**src/rtl/lt_pkg.sv**
```systemverilog
package lt_pkg;

  typedef enum logic [3:0] {
    ST_DETECT = 4'd0,
    ST_POLL   = 4'd1,
    ST_CONFIG = 4'd2,
    ST_ACTIVE = 4'd3,
    ST_LPS0   = 4'd4,
    ST_LPS0X  = 4'd5,
    ST_LP1    = 4'd6,
    ST_LP2    = 4'd7,
    ST_LP3    = 4'd8
  } linkState_e;

  // strobes from control to datapath
  typedef struct packed {
    logic runTimer;
    logic latchLink;
    logic dropGen;
    logic resetGen;
  } ctrlStrobe_t;

  // conditions reported by datapath to control
  typedef struct packed {
    logic anyDetect;
    logic allLocked;
    logic pollExpired;
    logic exitDone;
    logic genAtMin;
  } dpStatus_t;

endpackage

```
**src/rtl/lt_datapath.sv**
```systemverilog
module lt_datapath
  import lt_pkg::*;
#(
  parameter int NUM_LANES       = 16,
  parameter int MAX_GEN         = 4,
  parameter int GEN_W           = 3,
  parameter int POLL_CYCLES     = 64,
  parameter int L0S_EXIT_CYCLES = 4
) (
  input  logic                 clk,
  input  logic                 rstN,
  input  logic [NUM_LANES-1:0] laneDetect,
  input  logic [NUM_LANES-1:0] laneLock,
  input  logic [1:0]           partnerWidth,
  input  logic [GEN_W-1:0]     partnerGen,
  input  ctrlStrobe_t          ctrl,
  output dpStatus_t            status,
  output logic [1:0]           widthCode,
  output logic [GEN_W-1:0]     genCode
);

  localparam int TMR_MAX = (POLL_CYCLES > L0S_EXIT_CYCLES) ? POLL_CYCLES : L0S_EXIT_CYCLES;
  localparam int TMR_W   = $clog2(TMR_MAX + 1);

  logic [TMR_W-1:0] timer;
  logic [GEN_W-1:0] capGen;
  logic [7:0]       detCount;
  logic [7:0]       partnerLanes;
  logic [7:0]       limitLanes;
  logic [1:0]       fitCode;
  logic [GEN_W-1:0] fitGen;

  assign detCount = 8'($countones(laneDetect));

  always_comb begin
    case (partnerWidth)
      2'd0:    partnerLanes = 8'd1;
      2'd1:    partnerLanes = 8'd4;
      2'd2:    partnerLanes = 8'd8;
      default: partnerLanes = 8'd16;
    endcase
  end

  assign limitLanes = (detCount < partnerLanes) ? detCount : partnerLanes;

  always_comb begin
    if (limitLanes >= 8'd16)     fitCode = 2'd3;
    else if (limitLanes >= 8'd8) fitCode = 2'd2;
    else if (limitLanes >= 8'd4) fitCode = 2'd1;
    else                         fitCode = 2'd0;
  end

  assign fitGen = (partnerGen < capGen) ? partnerGen : capGen;

  always_ff @(posedge clk) begin
    if (!rstN)                              timer <= '0;
    else if (!ctrl.runTimer)                timer <= '0;
    else if (timer != TMR_W'(TMR_MAX))      timer <= timer + TMR_W'(1);
  end

  always_ff @(posedge clk) begin
    if (!rstN)              capGen <= GEN_W'(MAX_GEN);
    else if (ctrl.resetGen) capGen <= GEN_W'(MAX_GEN);
    else if (ctrl.dropGen)  capGen <= genCode - GEN_W'(1);
  end

  always_ff @(posedge clk) begin
    if (!rstN) begin
      widthCode <= '0;
      genCode   <= '0;
    end else if (ctrl.latchLink) begin
      widthCode <= fitCode;
      genCode   <= fitGen;
    end
  end

  assign status.anyDetect   = |laneDetect;
  assign status.allLocked   = (|laneDetect) && ((laneLock & laneDetect) == laneDetect);
  assign status.pollExpired = (timer == TMR_W'(POLL_CYCLES - 1));
  assign status.exitDone    = (timer == TMR_W'(L0S_EXIT_CYCLES - 1));
  assign status.genAtMin    = (genCode == '0);


  cap_bound_chk: assert property (@(posedge clk) disable iff (!rstN)
    capGen <= GEN_W'(MAX_GEN));


  gen_fit_chk: assert property (@(posedge clk) disable iff (!rstN)
    ctrl.latchLink |=> genCode <= $past(partnerGen));


  gen_drop_chk: assert property (@(posedge clk) disable iff (!rstN)
    ctrl.dropGen |=> capGen == GEN_W'($past(genCode) - GEN_W'(1)));

endmodule

```
**src/rtl/lt_control.sv**
```systemverilog
module lt_control
  import lt_pkg::*;
(
  input  logic        clk,
  input  logic        rstN,
  input  dpStatus_t   status,
  input  logic        linkErr,
  input  logic        lpEnter,
  input  logic [1:0]  lpTarget,
  input  logic        lpExit,
  output ctrlStrobe_t ctrl,
  output linkState_e  state,
  output logic        sendTs,
  output logic        linkValid
);

  linkState_e stateNext;
  logic       inLowPower;

  always_comb begin
    stateNext = state;
    case (state)
      ST_DETECT: if (status.anyDetect) stateNext = ST_POLL;
      ST_POLL: begin
        if (status.allLocked)        stateNext = ST_CONFIG;
        else if (status.pollExpired) stateNext = ST_DETECT;
      end
      ST_CONFIG: stateNext = ST_ACTIVE;
      ST_ACTIVE: begin
        if (linkErr) begin
          stateNext = status.genAtMin ? ST_DETECT : ST_POLL;
        end else if (lpEnter) begin
          case (lpTarget)
            2'd0:    stateNext = ST_LPS0;
            2'd1:    stateNext = ST_LP1;
            2'd2:    stateNext = ST_LP2;
            default: stateNext = ST_LP3;
          endcase
        end
      end
      ST_LPS0:  if (lpExit) stateNext = ST_LPS0X;
      ST_LPS0X: if (status.exitDone) stateNext = ST_ACTIVE;
      ST_LP1, ST_LP2: if (lpExit) stateNext = ST_POLL;
      ST_LP3:   if (lpExit) stateNext = ST_DETECT;
      default:  stateNext = ST_DETECT;
    endcase
  end

  always_ff @(posedge clk) begin
    if (!rstN) state <= ST_DETECT;
    else       state <= stateNext;
  end

  assign ctrl.runTimer  = (state == ST_POLL) || (state == ST_LPS0X);
  assign ctrl.latchLink = (state == ST_CONFIG);
  assign ctrl.dropGen   = (state == ST_ACTIVE) && linkErr && !status.genAtMin;
  assign ctrl.resetGen  = (state == ST_ACTIVE) && linkErr && status.genAtMin;

  assign inLowPower = (state == ST_LPS0) || (state == ST_LPS0X) || (state == ST_LP1) ||
                      (state == ST_LP2) || (state == ST_LP3);
  assign sendTs     = (state == ST_POLL) || (state == ST_CONFIG);
  assign linkValid  = (state == ST_ACTIVE) || inLowPower;


  detect_hold_chk: assert property (@(posedge clk) disable iff (!rstN)
    (state == ST_DETECT) && !status.anyDetect |=> state == ST_DETECT);


  lock_adv_chk: assert property (@(posedge clk) disable iff (!rstN)
    (state == ST_POLL) && status.allLocked |=> state == ST_CONFIG);


  cfg_pass_chk: assert property (@(posedge clk) disable iff (!rstN)
    (state == ST_CONFIG) |=> state == ST_ACTIVE);


  lp_entry_chk: assert property (@(posedge clk) disable iff (!rstN)
    inLowPower && !$past(inLowPower) |-> $past(state) == ST_ACTIVE);


  err_ignore_chk: assert property (@(posedge clk) disable iff (!rstN)
    (state == ST_LP1) && !lpExit |=> state == ST_LP1);

endmodule

```
**src/rtl/link_trainer.sv**
```systemverilog
module link_trainer
  import lt_pkg::*;
#(
  parameter int NUM_LANES       = 16,
  parameter int MAX_GEN         = 4,
  parameter int GEN_W           = 3,
  parameter int POLL_CYCLES     = 64,
  parameter int L0S_EXIT_CYCLES = 4
) (
  input  logic                 clk,
  input  logic                 rstN,
  input  logic [NUM_LANES-1:0] laneDetect,
  input  logic [NUM_LANES-1:0] laneLock,
  input  logic [1:0]           partnerWidth,
  input  logic [GEN_W-1:0]     partnerGen,
  input  logic                 linkErr,
  input  logic                 lpEnter,
  input  logic [1:0]           lpTarget,
  input  logic                 lpExit,
  output logic [3:0]           linkState,
  output logic                 linkValid,
  output logic [1:0]           linkWidth,
  output logic [GEN_W-1:0]     linkGen,
  output logic                 sendTs
);

  ctrlStrobe_t      ctrl;
  dpStatus_t        status;
  linkState_e       state;
  logic [1:0]       widthCode;
  logic [GEN_W-1:0] genCode;

  lt_control uCtrl (
    .clk       (clk),
    .rstN      (rstN),
    .status    (status),
    .linkErr   (linkErr),
    .lpEnter   (lpEnter),
    .lpTarget  (lpTarget),
    .lpExit    (lpExit),
    .ctrl      (ctrl),
    .state     (state),
    .sendTs    (sendTs),
    .linkValid (linkValid)
  );

  lt_datapath #(
    .NUM_LANES       (NUM_LANES),
    .MAX_GEN         (MAX_GEN),
    .GEN_W           (GEN_W),
    .POLL_CYCLES     (POLL_CYCLES),
    .L0S_EXIT_CYCLES (L0S_EXIT_CYCLES)
  ) uDp (
    .clk          (clk),
    .rstN         (rstN),
    .laneDetect   (laneDetect),
    .laneLock     (laneLock),
    .partnerWidth (partnerWidth),
    .partnerGen   (partnerGen),
    .ctrl         (ctrl),
    .status       (status),
    .widthCode    (widthCode),
    .genCode      (genCode)
  );

  assign linkState = state;
  assign linkWidth = linkValid ? widthCode : 2'd0;
  assign linkGen   = linkValid ? genCode : '0;


  valid_gate_chk: assert property (@(posedge clk) disable iff (!rstN)
    !linkValid |-> (linkWidth == 2'd0) && (linkGen == '0));

endmodule

```
**config.mk**
```make
export PLATFORM = sky130hd
export DESIGN_NAME = link_trainer
export DESIGN_NICKNAME = d
export VERILOG_FILES = /design/src/rtl/lt_pkg.sv /design/src/rtl/lt_datapath.sv /design/src/rtl/lt_control.sv /design/src/rtl/link_trainer.sv
export SDC_FILE = /design/constraint.sdc
export NUM_CORES = 1
export LEC_CHECK = 0
export ABC_AREA = 1
export BUFFER_PORTS_ARGS = -buffer_cell sky130_fd_sc_hd__buf_4
export CORE_ASPECT_RATIO = 0.5
export CORE_MARGIN = 8
export CORE_UTILIZATION = 30
export CTS_BUF_LIST = sky130_fd_sc_hd__clkbuf_4 sky130_fd_sc_hd__clkbuf_8
export CTS_CLUSTER_SIZE = 20
export DETAILED_ROUTE_END_ITERATION = 10
export PLACE_DENSITY = 0.54
export SLEW_MARGIN = 20
export SYNTH_ARGS = -nofsm -noshare
export SYNTH_HDL_FRONTEND = slang
export SYNTH_SLANG_ARGS = --single-unit
```
**constraint.sdc**
```tcl
create_clock -name clk -period 14 [get_ports clk]
set_clock_uncertainty 0.1 [all_clocks]
set_input_delay 0.7 -clock clk [delete_from_list [all_inputs] [get_ports clk]]
set_output_delay 0.7 -clock clk [all_outputs]
set_load 0.02 [all_outputs]
```
==> results.toml <==
[run_status]
status = "complete, no violations"

[routing]
drt-total-wl_um = 4854
via_per_inst = 4.148
wl_per_cell_um = 10.09
firstDrtPassIters = 4
postRouteAntennaNets = 0
vias = 1995
drc = 0
dr.first_iter.drc_count = 58

[clocking]
cts_root_buf = "clkbuf_8"
numCtsBuffers = 3
clock_latency_ns = 0.26
cts_setup_buffers = 0
clk_pin_slew_worst_paths_ns = 0.08
htree_levels = 1
cts_hold_buf = 0
cts_resized = 0
clk_path_buf_depth = 2
tritoncts = "done"
cts_sinks = 19

[critical_path]
r2r_start = "uDp.timer[0]$_SDFFE_PN0P_"
r2r_end = "uCtrl.state[3]$_SDFFE_PN0P_"
cp.arrival_ns = 5.12
crit_path_max_incr_delay_ns = 0.53
cp_common_cell = "inv_1"
timing_worst_setup_path_type = "input pin to flop"
reg2reg_depth = 10
crit_path_max_fanout = 3
start_kind = "input pin"
r2r_slack_ns = 12.24
critical_path_buf_inv_count = 9
endpoint_kind = "flop"
cp_top_family = "adder cells"
cp_slowest_cell = "fa_1"
worstPathRequired_ns = 14.06

[synthesis]
ys_seq_area_share_pct = 17.42
ys_seq_elements = 19
avgSynthCellArea_um2 = 6.677
synthesis.instances = 327
ys_warn_count = 0
synth_cell_types = 29
ys_async_sr_fraction_pct = 0
synth-main-ff-cell = "dfxtp_1"
synth_edf_count = 0
syn_area_um2 = 2183
syn-num-nets = 415

[layout]
drive_gt1_share_pct = 18.44
syn2layout_area_growth_pct = 26.19
fillCellCount = 780
antennaDiodeCount = 0
postLayoutCellArea_um2 = 2755
stdcell_count = 481
nets = 474

[timing]
timing.final.max_slew_violations = 0
hold_viol_final = 0
tns_ns = 0
clock.fmax_ghz = 0.1977
period_share_pct = 36.14
whs_ns = 0.3932
layout_min_cycle_time_ns = 5.059
setup_viol = 0
relSlewSlack_pct = 77.29
rsz0062_at_grt = "false"
tightest_slew_ns = 0.3370

[placed_design]
gp_congestion = 0.7958
place_area_um2 = 2709
numPortBuffers = 54
placed_cells = 477
hpwl_um = 4335

[global_routing]
gr-total-overflow = 0
grt_usage_pct = 9.757
grt_pass1_vias = 2013
grt_antenna_before_repair = 0
grt_pass1_wl_um = 8625
grt_max_degree = 12

[floorplanning]
core_area_um2 = 7184
die_h_um = 76.33
die_w_um = 136.6
core.rowCount = 22
dieArea_um2 = 10430
start_util_pct = 30.39
ios = 55

[worst_hold_path]
min_to = "uDp.capGen[0]$_SDFFE_PP0P_"
hold_class = "flop to flop"
hold_start = "uDp.capGen[0]$_SDFFE_PP0P_"
worstHoldPathCells = 2

[power_and_ir_drop]
ir_drop_mv = 0.04118
leakage_nw = 1.557
power_density_nw_per_um2 = 105.0

[flow_run]
maxCapViolCount = 0
per-stage QoR:
stage	setup WS, ns	utilization, %	power, mW
after global placement	8.765	37.70	0.2538
after detailed placement	8.648	37.70	0.2547
after floorplan	9.001	-	0.2051
after global routing	8.504	38.35	0.3343
after CTS	8.917	38.35	0.2951
final	8.941	38.35	0.2892
sequential cells by signal, indices dropped and copies added (netlist names):
name           flops
uCtrl.state        4
uDp.capGen         3
uDp.genCode        3
uDp.timer          7
uDp.widthCode      2
worst max path at each step:
| stage | start | end | slack [ns] | depth (start not counted) |
|---|---|---|---|---|
| after floorplan | laneDetect[0] | uDp.widthCode[1]$_SDFFE_PN0P_ | 9.00 | 24 |
| after global placement | laneDetect[0] | uDp.widthCode[1]$_SDFFE_PN0P_ | 8.76 | 25 |
| after detailed placement | laneDetect[0] | uDp.widthCode[1]$_SDFFE_PN0P_ | 8.65 | 25 |
| after CTS | laneDetect[0] | uDp.widthCode[1]$_SDFFE_PN0P_ | 8.92 | 25 |
| after global routing | laneDetect[1] | uDp.widthCode[1]$_SDFFE_PN0P_ | 8.50 | 25 |
| final | laneDetect[0] | uDp.widthCode[1]$_SDFFE_PN0P_ | 8.94 | 25 |
kinds of logic after synthesis:
group | Yosys count | synth area share (%)
and+or+nand+nor | 132 | 25.85
DFF | 19 | 17.42
xor gates and xnor gates | 6 | 2.407
adders and majority gates | 44 | 29.00
AOI/OAI and AO/OA | 36 | 9.857
buffers and inverters | 90 | 15.47
layout by cell type (no fill, tap or decap), types with 2 or more instances in the layout:
cell type	synthesis	final
clkbuf_8	0	3
a211oi_1	2	2
o211ai_1	4	4
inv_1	89	89
xor2_1	2	2
a21o_1	2	2
ha_1	33	33
nor2_1	37	37
nand2_1	65	65
dfxtp_1	19	19
buf_4	0	54
or2_2	5	5
nand3_1	14	14
a21oi_1	15	15
fa_1	11	11
nand4_1	3	3
nor3_1	2	2
xnor2_1	4	4
o21ai_0	8	8
power by group:
group          total, mW  leakage [nW]  switching [mW]  internal, mW
sequential        0.0624         0.154         0.00494        0.0574
combinational      0.188          1.38           0.109        0.0790
clock             0.0388        0.0255          0.0189        0.0198
total              0.289          1.56           0.133         0.156
metal layers:
| metal | vias to the layer above | share of wire [%] | track usage (%) |
|---|---|---|---|
| met5 | - | 0 | 0 |
| met2 | 19 | 51 | 17.96 |
| met4 | 0 | 0.82 | 1.959 |
| met1 | 871 | 45 | 11.75 |
| li1 | 1101 | - | - |
| met3 | 4 | 2.6 | 1.250 |
worst reg2reg max path: stages, from the launching register on:
cell and delay (ns):
dfxtp_1 0.39, ha_1 0.22, nand2_1 0.09, nor2_1 0.15, nand4_1 0.18, nand2_1 0.10, nand2_1 0.06, nand2_2 0.12
nand2_4 0.07, o21ai_0 0.14, nor2_1 0.05
synthesized netlist by cell type (3+ instances only):
library cell	number	share of area (%)
xnor2_1	4	1.6
nor2_1	37	6.4
nand2_1	65	11
nand4_1	3	0.86
o211ai_1	4	1.4
dfxtp_1	19	17
or2_2	5	1.4
o21ai_0	8	1.8
inv_1	89	15
ha_1	33	19
a21oi_1	15	3.4
fa_1	11	10
nand3_1	14	3.2
layout make-up:
type	count	area [um2]	area share (%)
Sequential cell	19	380.4	13.81
Multi-Input combinational cell	218	1465	53.18
Inverter	90	337.8	12.26
Clock buffer	3	41.29	1.499
Timing Repair Buffer	54	405.4	14.71
Clock inverter	1	5.005	0.1817
Tap cell	96	120.1	4.360
(Power assumes the default switching activity.)
